==> config.mk <==
export PLATFORM = sky130hd
export DESIGN_NAME = flash_cmd_decoder
export DESIGN_NICKNAME = d
export VERILOG_FILES = /design/src/rtl/flash_cmd_pkg.sv /design/src/rtl/flash_seq_fsm.sv /design/src/rtl/flash_id_mux.sv /design/src/rtl/flash_cmd_decoder.sv
export SDC_FILE = /design/constraint.sdc
export NUM_CORES = 1
export LEC_CHECK = 0
export BUFFER_PORTS_ARGS = -buffer_cell sky130_fd_sc_hd__buf_4
export CAP_MARGIN = 30
export CORE_MARGIN = 2
export CORE_UTILIZATION = 46
export CTS_CLUSTER_SIZE = 40
export DETAILED_ROUTE_END_ITERATION = 8
export MAX_ROUTING_LAYER = met4
export PLACE_DENSITY = 0.88
export SLEW_MARGIN = 5
export SYNTH_ARGS = -nofsm -noshare
export SYNTH_HDL_FRONTEND = slang
export SYNTH_SLANG_ARGS = --single-unit
==> constraint.sdc <==
create_clock -name clk -period 2.31 [get_ports clk]
set_input_delay 0.462 -clock clk [delete_from_list [all_inputs] [get_ports clk]]
set_output_delay 0.462 -clock clk [all_outputs]
set_load 0.05 [all_outputs]
==> src/rtl/flash_cmd_pkg.sv <==
package flash_cmd_pkg;
  typedef enum logic [2:0] {
    SQ_IDLE, SQ_U1, SQ_U2, SQ_PGM, SQ_E3, SQ_E4, SQ_E5
  } seq_state_e;

  localparam int unsigned MATCH_W = 15;
  localparam logic [MATCH_W-1:0] UNLOCK_ADDR_A = 15'h5555;
  localparam logic [MATCH_W-1:0] UNLOCK_ADDR_B = 15'h2AAA;

  localparam logic [7:0] BYTE_UNLOCK_A = 8'hAA;
  localparam logic [7:0] BYTE_UNLOCK_B = 8'h55;
  localparam logic [7:0] BYTE_PROGRAM  = 8'hA0;
  localparam logic [7:0] BYTE_SETUP    = 8'h80;
  localparam logic [7:0] BYTE_ID_IN    = 8'h90;
  localparam logic [7:0] BYTE_ID_OUT   = 8'hF0;
  localparam logic [7:0] BYTE_CHIP     = 8'h10;
  localparam logic [7:0] BYTE_SECTOR   = 8'h30;
  localparam logic [7:0] BYTE_PAGE     = 8'h50;
  localparam logic [7:0] BYTE_LOCK64   = 8'h40;
  localparam logic [7:0] BYTE_LOCK16   = 8'h70;

  localparam logic [7:0] CODE_VENDOR = 8'hDA;
  localparam logic [7:0] CODE_DEVICE = 8'h3D;
endpackage

==> src/rtl/flash_seq_fsm.sv <==
module flash_seq_fsm
  import flash_cmd_pkg::*;
#(
  parameter int unsigned ADDR_W = 19,
  parameter int unsigned DATA_W = 8
) (
  input  logic              clk,
  input  logic              rst_n,
  input  logic              acc,
  input  logic [ADDR_W-1:0] addr,
  input  logic [DATA_W-1:0] data,
  output logic              erase_chip,
  output logic              erase_sector,
  output logic              erase_page,
  output logic              prog_go,
  output logic              lock64_go,
  output logic              lock16_go,
  output logic              id_enter,
  output logic              id_exit,
  output logic [ADDR_W-1:0] op_addr,
  output logic [DATA_W-1:0] op_data,
  output logic              id_mode
);
  seq_state_e state_q, state_d;
  logic       at_a, at_b;
  logic [7:0] stb_d, stb_q;
  logic       done;

  assign at_a = (addr[MATCH_W-1:0] == UNLOCK_ADDR_A);
  assign at_b = (addr[MATCH_W-1:0] == UNLOCK_ADDR_B);
  assign done = |stb_d;

  // stb bit order: chip, sector, page, prog, lock64, lock16, enter, exit
  always_comb begin
    state_d = state_q;
    stb_d   = '0;
    if (acc) begin
      state_d = SQ_IDLE;
      unique case (state_q)
        SQ_IDLE: begin
          if (at_a && data == BYTE_UNLOCK_A) state_d = SQ_U1;
          else if (data == BYTE_ID_OUT)      stb_d[7] = 1'b1;
        end
        SQ_U1: if (at_b && data == BYTE_UNLOCK_B) state_d = SQ_U2;
        SQ_U2: begin
          if (at_a) begin
            unique case (data)
              BYTE_PROGRAM: state_d  = SQ_PGM;
              BYTE_SETUP:   state_d  = SQ_E3;
              BYTE_ID_IN:   stb_d[6] = 1'b1;
              BYTE_ID_OUT:  stb_d[7] = 1'b1;
              default:      state_d  = SQ_IDLE;
            endcase
          end
        end
        SQ_PGM: stb_d[3] = 1'b1;
        SQ_E3:  if (at_a && data == BYTE_UNLOCK_A) state_d = SQ_E4;
        SQ_E4:  if (at_b && data == BYTE_UNLOCK_B) state_d = SQ_E5;
        SQ_E5: begin
          unique case (data)
            BYTE_CHIP:   stb_d[0] = at_a;
            BYTE_SECTOR: stb_d[1] = 1'b1;
            BYTE_PAGE:   stb_d[2] = 1'b1;
            BYTE_LOCK64: stb_d[4] = at_a;
            BYTE_LOCK16: stb_d[5] = at_a;
            default:     stb_d    = '0;
          endcase
        end
        default: state_d = SQ_IDLE;
      endcase
    end
  end

  always_ff @(posedge clk) begin
    if (!rst_n) begin
      state_q <= SQ_IDLE;
      stb_q   <= '0;
      op_addr <= '0;
      op_data <= '0;
      id_mode <= 1'b0;
    end else begin
      state_q <= state_d;
      stb_q   <= stb_d;
      if (done) begin
        op_addr <= addr;
        op_data <= data;
      end
      if (stb_d[6])      id_mode <= 1'b1;
      else if (stb_d[7]) id_mode <= 1'b0;
    end
  end

  assign erase_chip   = stb_q[0];
  assign erase_sector = stb_q[1];
  assign erase_page   = stb_q[2];
  assign prog_go      = stb_q[3];
  assign lock64_go    = stb_q[4];
  assign lock16_go    = stb_q[5];
  assign id_enter     = stb_q[6];
  assign id_exit      = stb_q[7];
endmodule

==> src/rtl/flash_id_mux.sv <==
module flash_id_mux
  import flash_cmd_pkg::*;
#(
  parameter int unsigned ADDR_W = 19,
  parameter int unsigned DATA_W = 8
) (
  input  logic              id_mode,
  input  logic [ADDR_W-1:0] rd_addr,
  input  logic [DATA_W-1:0] arr_rdata,
  input  logic              sw_lock64,
  input  logic              sw_lock16,
  input  logic              tbl_n,
  input  logic              wp_n,
  output logic [DATA_W-1:0] rd_data
);
  localparam int unsigned PAD_W = DATA_W - 4;
  logic [DATA_W-1:0] id_val;

  always_comb begin
    unique case (rd_addr)
      ADDR_W'(0): id_val = DATA_W'(CODE_VENDOR);
      ADDR_W'(1): id_val = DATA_W'(CODE_DEVICE);
      ADDR_W'(2): id_val = {{PAD_W{1'b0}}, ~wp_n, ~tbl_n, sw_lock16, sw_lock64};
      default:    id_val = '0;
    endcase
  end

  assign rd_data = id_mode ? id_val : arr_rdata;
endmodule

==> src/rtl/flash_cmd_decoder.sv <==
module flash_cmd_decoder #(
  parameter int unsigned ADDR_W = 19,
  parameter int unsigned DATA_W = 8
) (
  input  logic              clk,
  input  logic              rst_n,
  input  logic              wr_valid,
  output logic              wr_ready,
  input  logic [ADDR_W-1:0] wr_addr,
  input  logic [DATA_W-1:0] wr_data,
  input  logic              busy,
  output logic              erase_chip,
  output logic              erase_sector,
  output logic              erase_page,
  output logic              prog_go,
  output logic              lock64_go,
  output logic              lock16_go,
  output logic              id_enter,
  output logic              id_exit,
  output logic [ADDR_W-1:0] op_addr,
  output logic [DATA_W-1:0] op_data,
  output logic              id_mode,
  input  logic [ADDR_W-1:0] rd_addr,
  input  logic [DATA_W-1:0] arr_rdata,
  input  logic              sw_lock64,
  input  logic              sw_lock16,
  input  logic              tbl_n,
  input  logic              wp_n,
  output logic [DATA_W-1:0] rd_data
);
  logic acc;

  assign wr_ready = 1'b1;
  assign acc      = wr_valid && wr_ready && !busy;

  flash_seq_fsm #(.ADDR_W(ADDR_W), .DATA_W(DATA_W)) u_seq (
    .clk(clk), .rst_n(rst_n), .acc(acc), .addr(wr_addr), .data(wr_data),
    .erase_chip(erase_chip), .erase_sector(erase_sector),
    .erase_page(erase_page), .prog_go(prog_go), .lock64_go(lock64_go),
    .lock16_go(lock16_go), .id_enter(id_enter), .id_exit(id_exit),
    .op_addr(op_addr), .op_data(op_data), .id_mode(id_mode)
  );

  flash_id_mux #(.ADDR_W(ADDR_W), .DATA_W(DATA_W)) u_idmux (
    .id_mode(id_mode), .rd_addr(rd_addr), .arr_rdata(arr_rdata),
    .sw_lock64(sw_lock64), .sw_lock16(sw_lock16), .tbl_n(tbl_n),
    .wp_n(wp_n), .rd_data(rd_data)
  );
endmodule

After elaboration in Yosys (flattened, before gate mapping)

Index checks and enable logic that the tools add are counted.

Bitwise logic cells: 2
Equality and inequality tests: 21
Muxes and demuxes: 26
$add $sub $neg: 0
Order comparisons: 0
Shift-type cells: 0
Divide/modulo/power cells: 0
Reduce and logical (&&, ||, !) cells: 8
Multipliers: 0

Operators with widths:

| operator                                                                | count |
|---|---|
| 8-bit equality test, second input constant                              | 5 |
| 8-bit by 7-bit equality test with 1-bit output, second input constant   | 4 |
| 8-bit case mux with 3 select lines                                      | 1 |
| 19-bit by 1-bit equality test with 1-bit output, second input constant  | 1 |
| 19-bit by 2-bit equality test with 1-bit output, second input constant  | 1 |
| 19-bit zero test                                                        | 1 |
| 8-bit two-way mux                                                       | 2 |
| 15-bit by 14-bit equality test with 1-bit output, second input constant | 1 |
| 15-bit equality test, second input constant                             | 1 |
| 3-bit case mux with 5 select lines                                      | 1 |
| 1-bit two-way mux                                                       | 13 |
| 3-bit two-way mux                                                       | 4 |
| 3-bit equality test, second input constant                              | 3 |
| 8-bit by 5-bit equality test with 1-bit output, second input constant   | 1 |
| 8-bit by 6-bit equality test with 1-bit output, second input constant   | 1 |
| 8-bit OR reduction                                                      | 1 |
| 3-bit by 2-bit equality test with 1-bit output, second input constant   | 2 |
| 2-bit two-way mux                                                       | 3 |
| 3-bit case mux with 2 select lines                                      | 1 |
| 3-bit by 1-bit equality test with 1-bit output, second input constant   | 1 |
| 1-bit logical AND                                                       | 3 |
| 3-bit zero test                                                         | 1 |
| 1-bit NOT                                                               | 2 |
| 1-bit case mux with 2 select lines                                      | 1 |
| 2 further kinds                                                         | 2 |

Word-level logic and storage cells: 62
ROM bits: 0
Memory bits (writable): 0
Input port bits: 62
Output and inout port bits: 45
Latch bits: 0
Register bits: 39
Memories: 0

Depth between registers and ports, before layout

Gate-level depths: netlist of run 1.

Depth in word-level cells: 7
Gate-level depth with buffers: 8
Mapped depth without buffers: 5

Modules after synthesis

From an unflattened synthesis of run 1, not the netlist that was laid out.

Cells, all modules: 241
Area, all modules: 2062.0 µm²

Modules (own cells, without submodules):

| module            | area an instance (µm²) | seq. area each (µm²) | cells an instance | instances |
|---|---|---|---|---|
| flash_seq_fsm     | 1833.0                 | 780.7                | 203               | 1 |
| flash_id_mux      | 203.9                  | 0.0                  | 35                | 1 |
| flash_cmd_decoder | 25.0                   | 0.0                  | 3                 | 1 |

Least setup slack after synthesis of run 1

Ideal clock, no wire load.

Path kind: in2out
Start: input rd_addr[10]
End: output rd_data[7]
Data required time: 1848 ps
Stages on the path: 5
Arrival: 2130 ps
Path slack: -282 ps
Cells stage by stage: nor4_1 > nand4_1 > nor4_1 > nand4bb_1 > o21ai_0

Longest elaborated chain between the ends: 3
Elaborated cells between the ends (all ways): 5
Those cells by class: eq/ne: 2; mux: 2; reduce/logical: 1

RTL lines:

| item                                                                    | line                    | source |
|---|---|---|
| from (decl)                                                             | flash_cmd_decoder.sv:23 | `input logic [ADDR_W-1:0] rd_addr,` |
| 19-bit by 2-bit equality test with 1-bit output (tied with other cells) | flash_id_mux.sv:20      | `unique case (rd_addr)` |
| 8-bit case mux with 3 select lines (*)                                  | flash_id_mux.sv:20      |  |
| 8-bit two-way mux (*)                                                   | flash_id_mux.sv:28      | `assign rd_data = id_mode ? id_val : arr_rdata;` |
| to (decl)                                                               | flash_cmd_decoder.sv:29 | `output logic [DATA_W-1:0] rd_data` |

Every way passes the cells marked *; elsewhere a longest branch is shown, timed or not.

Worst setup path in the final report of run 1

Start: input rd_addr[2]
End: output rd_data[5]

Same word-level chain as after synthesis.

==> results of run 1 <==
## cells by family (layout without fill, tap and decap cells)
group	count (synthesis)	count (layout)	synth area share, %
multiplexers	28	28	12.8
buffers and inverters	27	134	9.52
XOR/XNOR	2	2	0.798
other	1	1	0.171
AND/OR/NAND/NOR	135	135	34.8
flip-flops	39	39	35.6
AO/OA/AOI/OAI	22	22	6.27
## cell usage in the layout, fill, tap and decap left out, types with 3 or more instances in the layout
cell type,instances
buf_4,104
nand2_1,59
dfxtp_1,39
mux2i_1,27
inv_1,11
nor2_1,10
buf_6,10
nand3_1,8
nand4_1,7
nand4b_1,7
nor4_4,5
o21ai_1,5
nand2b_1,5
nor4b_1,5
nor3_1,5
clkbuf_8,5
o21ai_2,4
o21ai_0,3
nor4bb_1,3
nor3b_1,3
a21oi_1,3
## per-stage QoR
step	instances	hold WS, ns	power, mW
finish	415	0.407	1.37
global route	415	0.419	1.42
CTS	415	0.406	1.36
detailed placement	407	0.451	0.911
global placement	407	0.445	0.907
floorplan	254	0.505	0.799
## worst paths after layout
check	start	to	slack, ns	depth (start not counted)
max	rd_addr[2]	rd_data[5]	0.07	8
min	wr_addr[16]	u_seq.op_addr[16]$_SDFFE_PN0P_	0.41	3
max reg2reg	u_seq.state_q[0]$_SDFFE_PN0P_	u_seq.op_addr[17]$_SDFFE_PN0P_	0.35	6
min reg2reg	u_seq.op_data[2]$_SDFFE_PN0P_	u_seq.op_data[2]$_SDFFE_PN0P_	0.46	2
## metal layers
metal  routed length, um  vias up  global-route usage (%)
met5                   0        -                       -
met4                  92        0                    7.82
met3                 560        7                    4.70
met2                2980      111                    38.6
met1                2260     1030                    23.4
li1                    -     1099                       -
## critical path, stage by stage
cell	delay, ns
buf_4	0.12
nor4_4	0.24
nand4_1	0.16
nor4_4	0.20
buf_4	0.20
nand4b_1	0.09
o21ai_1	0.12
buf_6	0.18
## registers in the layout (all words and copies together) (netlist names)
signal / cells
u_seq.op_addr: 19
u_seq.op_data: 8
u_seq.state_q: 3
u_seq.stb_q: 8
u_seq.id_mode: 1
## power breakdown
| part | leakage, nW | total, mW | switching [mW] | internal (mW) |
|---|---|---|---|---|
| combinational | 1.20 | 0.241 | 0.124 | 0.116 |
| clock | 0.0412 | 0.454 | 0.244 | 0.211 |
| sequential | 0.314 | 0.672 | 0.000178 | 0.672 |
## repair_timing
| item | 4_1_cts | 5_1_grt |
|---|---|---|
| pin swaps | 0 | 1 |
| hold endpoints to repair | 0 | 0 |
| endpoints found under the setup margin | 2 | 8 |
| resized for setup | 2 | 16 |
## final cells by class
cell class | count | area [sq um] | area share [%]
multi-input combinational | 188 | 1290 | 40.6
timing repair buffer | 115 | 913 | 28.7
sequential | 39 | 781 | 24.6
clock buffer | 6 | 72.6 | 2.28
tap | 54 | 67.6 | 2.13
inverter | 11 | 41.3 | 1.30
clock inverter | 2 | 12.5 | 0.394
==> out/qor.txt, run 1 <==
share of post-route cells with drive strength above 1: 38.8%
post-route clock skew: 0.00948 ns
post-synthesis sequential area ratio: 35.6%
Final WS setup: 0.0738 ns
post-synth top area share: 35.6%
area grow syn2layout: 44.9%
FMAX: 447 MHz
final setup fails: 0
fraction of registers with async set/reset: 0%
CP Capture Type: primary output
Clock Tree Buf Depth: 2
Starting Density: 47.1%
Min Clock Period, post-route: 2.24 ns
outcome: finished, final reports clean
Primary FF master, synth: dfxtp_1
drt via density: 5.41
pre-CTS setup slack: -0.00405 ns
P_leak: 1.55 nW
core area: 0.00466 sq mm
Area after DPL: 0.00300 sq mm
Vias: 2247
slew margin rel.: 57.3%
# hold bufs at CTS: 0
GRT Resource Usage Total: 21.6%
post-synth top area cell: dfxtp_1
CTS tree: done
count leader, synth: nand2_1
clk root buf: clkbuf_8
WL per Instance: 14.2 um
Die Area: 0.00534 sq mm
initial antenna violation count: 0
global route overflow: 0
top cells by area, synth: dfxtp_1, mux2i_1, nand2_1
Worst VDD drop: 0.299 mV
Post-Synthesis Cells: 254
Syn. warnings: 0
fin nets: 422
fin area: 0.00318 sq mm
WP data required: 1.85 ns
largest net degree at the start of global routing: 34
Fin. Hold Viols: 0
# DRC: 0
TritonCTS buffer count: 5
dpl hpwl: 4440 um
PD cells: 430 mW/mm^2
CTS clk-pin slew, worst paths: 0.08 ns
syn_nets: 316
Startpoint Class: input pin
vias in the first global route: 2048
FP Rows: 25
max-cap violation count: 0
Sum Neg Setup Slack: 0 ns
Worst-Margin Slew: 0.624 ns
Die H: 73.1 um
drt initial violations: 116
Max Transition Viols Final: 0
unique cell type count in the Yosys netlist: 49
# fillers: 392
port bufs: 105
1st-pass router iterations: 4
Avg Inst Size Synth: 8.64 sq um
Worst Hold Class: input pin to register
clock sinks: 39
RSZ-0062 raised after global routing: true
first-pass GRT wire length: 8870 um
io pins: 107
CTS H-tree lvls: 2
Crit Path Max Fanout: 6
antenna diode count: 0
total setup buffers inserted after CTS: 0
Die X: 73.1 um
Mapped Area: 0.00219 sq mm
Post-synth EDFFs: 0
routed wire length: 5890 um
Final ANT Viol Nets: 0
later-pin clock latency in the skew report: 0.30 ns
Crit Path Category: input pin to primary output
Placer Congestion: 0.893
Critical Path AT: 1.77 ns
fin util: 68.2%
final worst path period share: 96.8%
FF+latch count, synth: 39
synth cell count leaders: nand2_1, dfxtp_1, mux2i_1
Note: power is estimated with default switching activity, not from simulation.
==> inputs of run 2 (changes only) <==
Settings changed: CORE_MARGIN 2 to default, CORE_UTILIZATION 46 to 48, CTS_BUF_LIST from default to sky130_fd_sc_hd__clkbuf_4, PLACE_DENSITY 0.88 to 0.91.
==> run 2 against run 1 <==
Against the previous run:
- design area fell by 1.4%
- register-to-register slack got worse by 0.08 ns
- critical path depth is the same
- non-clock buffer count fell by 1
- clock power down 21%
- wire length rose by 1.6%
- maximum frequency rose by 2.3%
- critical endpoint is now rd_data[4]
- largest cell class unchanged
- highest routed layer unchanged
==> out/qor.txt, run 2 (synthesized netlist as in run 1, its figures left out) <==
final worst path period share: 94.6% (-2.2 points)
most common cell after layout, fill and taps aside: buf_4
Worst VDD drop: 0.342 mV (+14%)
later-pin clock latency in the skew report: 0.35 ns (+0.05 ns)
R2R Setup Slk: 0.27 ns (-0.08 ns)
io pins: 107 (unchanged)
Max Transition Viols Final: 0 (unchanged)
Die H: 69.6 um (-4.7%)
Final ANT Viol Nets: 0 (unchanged)
# DRC: 0 (unchanged)
Starting Density: 50.1% (+3.0 points)
clock sinks: 39 (unchanged)
Worst Hold Class: input pin to register
slew margin rel.: 55.7% (-1.6 points)
CTS tree: done
Hold Path Stages: 3 (unchanged)
max FFs per register: 19 (unchanged)
Crit Path Category: input pin to primary output
Placer Congestion: 0.989 (+11%)
GRT Resource Usage Total: 24.9% (+3.2 points)
Worst-Margin Slew: 0.663 ns (+0.0389 ns)
core area: 0.00438 sq mm (-5.9%)
Comb pwr share: 18.7% (+1.1 points)
internal power: 0.916 mW (-8.4%)
Fin. Hold Viols: 0 (unchanged)
R2R Path End: u_seq.op_addr[0]$_SDFFE_PN0P_
max-cap violation count: 0 (unchanged)
Critical Path AT: 1.72 ns (-0.05 ns)
Clk pwr share: 28.3% (-4.9 points)
routed wire length: 5980 um (+1.6%)
CP Capture Type: primary output
Vias: 2249 (+0.089%)
FMAX: 457 MHz (+2.3%)
Clock Tree Buf Depth: 2 (unchanged)
Psw: 0.354 mW (-3.9%)
Final WS setup: 0.124 ns (+0.0499 ns)
most flop-heavy register: u_seq.op_addr
share of post-route cells with drive strength above 1: 39.2% (+0.39 points)
# fillers: 341 (-13%)
Hold Path Sink: u_seq.op_addr[17]$_SDFFE_PN0P_
fin util: 71.5% (+3.3 points)
first-pass GRT wire length: 9410 um (+6.1%)
vias in the first global route: 2065 (+0.83%)
CTS clk-pin slew, worst paths: 0.12 ns (+0.04 ns)
area occupied by multi-input gates: 0.00130 sq mm (+0.58%)
commonest non-fill, non-tap cells in the layout: buf_4, nand2_1, dfxtp_1
outcome: finished, final reports clean
biggest regs: u_seq.op_addr x19, u_seq.op_data x8, u_seq.stb_q x8
FF-to-FF path depth: 6 (unchanged)
largest net degree at the start of global routing: 35 (+2.9%)
hold_sp: wr_addr[17]
drt initial violations: 81 (-30%)
WP data required: 1.85 ns (about the same)
Startpoint Class: input pin
clk root buf: clkbuf_4
final setup fails: 0 (unchanged)
port bufs: 105 (unchanged)
initial antenna violation count: 0 (unchanged)
sequential power share: 53.0% (+3.8 points)
Min Clock Period, post-route: 2.19 ns (-0.0499 ns)
antenna diode count: 0 (unchanged)
pre-CTS setup slack: -0.0143 ns (-0.0102 ns)
global route overflow: 0 (unchanged)
drt via density: 5.46 (+0.82%)
P_leak: 1.54 nW (-0.85%)
fin nets: 421 (-0.24%)
Die X: 69.6 um (-4.7%)
Crit Path Max Fanout: 7 (+1)
FP Rows: 24 (-4.0%)
switch share: 27.9% (+0.95 points)
Worst R2R Start: u_seq.state_q[0]$_SDFFE_PN0P_
post-route clock skew: 0.0150 ns (+0.00553 ns)
TritonCTS buffer count: 5 (unchanged)
WL per Instance: 14.5 um (+2.4%)
dpl hpwl: 4440 um (about the same)
Die Area: 0.00485 sq mm (-9.2%)
1st-pass router iterations: 4 (unchanged)
Sequential Area: 781 sq um (unchanged)
PD cells: 405 mW/mm^2 (-5.8%)
CTS H-tree lvls: 2 (unchanged)
area grow syn2layout: 42.8%
## run 2: changes by cell type in the layout (fill, tap and decap cells not counted)
| cell | delta |
|---|---|
| buf_6 | -4 |
| nor4_4 | -1 |
| buf_4 | +3 |
| clkbuf_1 | -1 |
| clkbuf_4 | +6 |
| nand4bb_4 | +1 |
| nand4bb_1 | -1 |
| clkbuf_8 | -5 |
| nor4_2 | +1 |
## run 2: critical path: stages
cell	delay (ns)
buf_4	0.12
nor4_4	0.23
nand4_1	0.13
nor4_2	0.15
buf_4	0.19
nand3b_1	0.09
o21ai_1	0.12
buf_4	0.22
## run 2: worst max path at each step
stage                     start    endpoint  slack, ns  depth (start not counted)
detailed placement  rd_addr[10]  rd_data[6]      -0.01                          8
floorplan           rd_addr[10]  rd_data[5]      0.001                          5
CTS                 rd_addr[10]  rd_data[4]       0.04                          8
global placement     rd_addr[6]  rd_data[6]       0.04                          8
finish               rd_addr[9]  rd_data[4]       0.12                          8
global route         rd_addr[9]  rd_data[4]     -0.009                          8
## run 2: area by class of cell
| cell class | count | share of cell area (%) |
|---|---|---|
| clock inverters | 2 | 0.399 |
| flip-flops and latches | 39 | 24.9 |
| clock buffers | 6 | 1.44 |
| inverters | 11 | 1.32 |
| repair buffers | 114 | 28.4 |
| well taps | 52 | 2.08 |
| multi-input cells | 188 | 41.4 |
## run 2: what timing repair did
item,in CTS,in global routing
buffers inserted,0,0
gates cloned,0,0
endpoints found under the setup margin,2,8
gates resized for setup,1,13
hold buffers,0,0
pin swaps,0,1
## run 2: power groups by stage
stage	logic (mW)	clock network, mW	registers (mW)
finish	0.237	0.360	0.673
global route	0.253	0.397	0.673
CTS	0.223	0.367	0.673
detailed placement	0.222	0	0.688
global placement	0.217	0	0.688
floorplan	0.110	0	0.689
## run 2: metal layers
layer	vias up	GRT usage [%]	part of all wire [%]
met5	-	-	0
met4	0	8.67	3.1
met3	15	6.54	9.0
met2	110	44.0	50
met1	1025	26.9	38
li1	1099	-	-
## run 2: metrics by stage
step                      hold WS (ns)  area [sq um]  power, mW  TNS, ns  std cells
after global routing             0.354          3130       1.32  -0.0144        412
after global placement           0.445          2990      0.905        0        404
after CTS                        0.337          3060       1.26        0        412
after detailed placement         0.453          2990      0.910  -0.0164        404
after floorplan                  0.505          2210      0.799        0        254
final                            0.338          3130       1.27        0        412
==> inputs of run 3 (changes only) <==
--- a/config.mk
+++ b/config.mk
@@ -12,4 +12,5 @@
 export CTS_CLUSTER_SIZE = 40
 export DETAILED_ROUTE_END_ITERATION = 8
+export HOLD_SLACK_MARGIN = 0.08
 export MAX_ROUTING_LAYER = met4
 export PLACE_DENSITY = 0.91
==> constraint.sdc (replaced) <==
create_clock -name clk -period 2.31 [get_ports clk]
set_input_delay 0.3465 -clock clk [delete_from_list [all_inputs] [get_ports clk]]
set_output_delay 0.3465 -clock clk [all_outputs]
set_load 0.05 [all_outputs]
==> run 3 against run 2 <==
Against the previous run:
- cell count rose by 0.24%
- critical path depth down 2
- sequential share of layout area grew 0.68 points
- register-to-register slack got worse by 0.15 ns
==> out/qor.txt, run 3 (synthesized netlist as in run 1, its figures left out) <==
FP Rows: 24 (unchanged)
first-pass GRT wire length: 9280 um (-1.4%)
CP Capture Type: register
wl on met1: 2250 um (-1.4%)
Clock Tree Buf Depth: 2 (unchanged)
final setup fails: 0 (unchanged)
DR WL met3: 510 um (-5.4%)
Starting Density: 50.1% (unchanged)
largest net degree at the start of global routing: 32 (-8.6%)
Worst-Margin Slew: 0.777 ns (+0.114 ns)
P_leak: 1.52 nW (-0.95%)
Worst Hold Class: input pin to register
global route overflow: 0 (unchanged)
# DRC: 0 (unchanged)
clock sinks: 39 (unchanged)
routed wire length: 5710 um (-4.6%)
WL per Instance: 13.8 um (-4.8%)
TritonCTS buffer count: 5 (unchanged)
Crit Path Category: register to register
Final ANT Viol Nets: 0 (unchanged)
Fin. Hold Viols: 0 (unchanged)
Die Area: 0.00485 sq mm (unchanged)
FMAX: 457 MHz (about the same)
post-route clock skew: 0.0147 ns (-0.000265 ns)
total setup buffers inserted after CTS: 0 (unchanged)
port bufs: 105 (unchanged)
fin cells: 413 (+0.24%)
max FFs per register: 19 (unchanged)
Placer Congestion: 0.952 (-3.8%)
drt via density: 5.44 (-0.42%)
Worst VDD drop: 0.374 mV (+9.2%)
clk root buf: clkbuf_4
drt initial violations: 148 (+83%)
Min Clock Period, post-route: 2.19 ns (+0.00216 ns)
Vias: 2245 (-0.18%)
Crit Path Max Fanout: 14 (+7)
core area: 0.00438 sq mm (unchanged)
met2 wire length: 2780 um (-6.7%)
most common cell after layout, fill and taps aside: buf_4
most flop-heavy register: u_seq.op_addr
FF-to-FF path depth: 6 (unchanged)
Critical Path AT: 2.46 ns (+0.74 ns)
CTS H-tree lvls: 2 (unchanged)
Placed Cells: 405 (+0.25%)
PD cells: 410 mW/mm^2 (+1.2%)
RSZ-0062 raised after global routing: false
Die H: 69.6 um (unchanged)
Hold Path Stages: 3 (unchanged)
max-cap violation count: 0 (unchanged)
commonest non-fill, non-tap cells in the layout: buf_4, nand2_1, dfxtp_1
fin util: 69.6% (-1.9 points)
1st-pass router iterations: 6 (+2)
dpl hpwl: 4340 um (-2.2%)
later-pin clock latency in the skew report: 0.36 ns (about the same)
Startpoint Class: register
Sum Neg Setup Slack: 0 ns (unchanged)
share of post-route cells with drive strength above 1: 37.1% (-2.0 points)
final worst path period share: 94.7% (about the same)
Max Transition Viols Final: 0 (unchanged)
CTS clk-pin slew, worst paths: 0.11 ns (about the same)
io pins: 107 (unchanged)
GRT Resource Usage Total: 24.2% (-0.69 points)
fin nets: 422 (+0.24%)
antenna diode count: 0 (unchanged)
Top Metal Used: met4
outcome: finished, final reports clean
area grow syn2layout: 39.0%
slew margin rel.: 46.8% (-8.9 points)
Die X: 69.6 um (unchanged)
vias in the first global route: 2191 (+6.1%)
biggest regs: u_seq.op_addr x19, u_seq.op_data x8, u_seq.stb_q x8
initial antenna violation count: 0 (unchanged)
WP data required: 2.58 ns (+0.73 ns)
CTS tree: done
[run 3: cell count changes in the layout (fill, tap and decap cells not counted), sizes merged]
cell / previous run / this run
clkinvlp: 1 / 0
clkbuf: 6 / 7
buf: 114 / 115
[run 3: worst paths after layout]
path	start	end	slack (ns)
max reg2reg	u_seq.state_q[1]$_SDFFE_PN0P_	u_seq.op_addr[0]$_SDFFE_PN0P_	0.12
min reg2reg	u_seq.op_addr[3]$_SDFFE_PN0P_	u_seq.op_addr[3]$_SDFFE_PN0P_	0.46
max	u_seq.state_q[1]$_SDFFE_PN0P_	u_seq.op_addr[0]$_SDFFE_PN0P_	0.12
min	wr_addr[16]	u_seq.op_addr[16]$_SDFFE_PN0P_	0.23
[run 3: critical path, cell delays in order, from the launching register on]
cell,delay (ns)
dfxtp_1,0.53
nor4bb_2,0.47
nand4_1,0.21
o2111ai_1,0.22
o21ai_4,0.27
buf_16,0.24
mux2i_1,0.17
[run 3: layer usage]
metal / up-vias / GRT usage, %
li1: 1100 / -
met5: - / -
met1: 1000 / 26.5
met4: 0 / 13.1
met3: 20 / 5.23
met2: 125 / 41.0
[run 3: final cells by class]
type                    count  area, sq um
fillers                   339         1330
multi-input cells         188         1220
repair buffers            115          883
flip-flops and latches     39          781
well taps                  52         65.1
clock buffers               7         52.6
inverters                  11         41.3
clock inverters             1         5.00
[run 3: report_power, final]
group | switching (mW) | leakage, nW | internal [mW]
Combinational | 0.115 | 1.17 | 0.110
Clock | 0.211 | 0.0361 | 0.142
Sequential | 0.000172 | 0.314 | 0.672
[run 3: per-stage QoR]
step | total power [mW] | area, sq um | setup WS [ns] | hold WS, ns
2_1_floorplan | 0.797 | 2190 | -0.0197 | 0.485
3_3_place_gp | 0.906 | 2960 | -0.00222 | 0.444
3_5_place_dp | 0.911 | 2990 | 0.100 | 0.452
4_1_cts | 1.26 | 3040 | 0.0558 | 0.220
5_1_grt | 1.32 | 3050 | 0.0260 | 0.223
6_report | 1.25 | 3050 | 0.122 | 0.231
[run 3: timing repair]
item / CTS / global route
setup endpoints to repair: 0 / 14
hold buffers: 0 / 0
gates resized for setup: 0 / 1
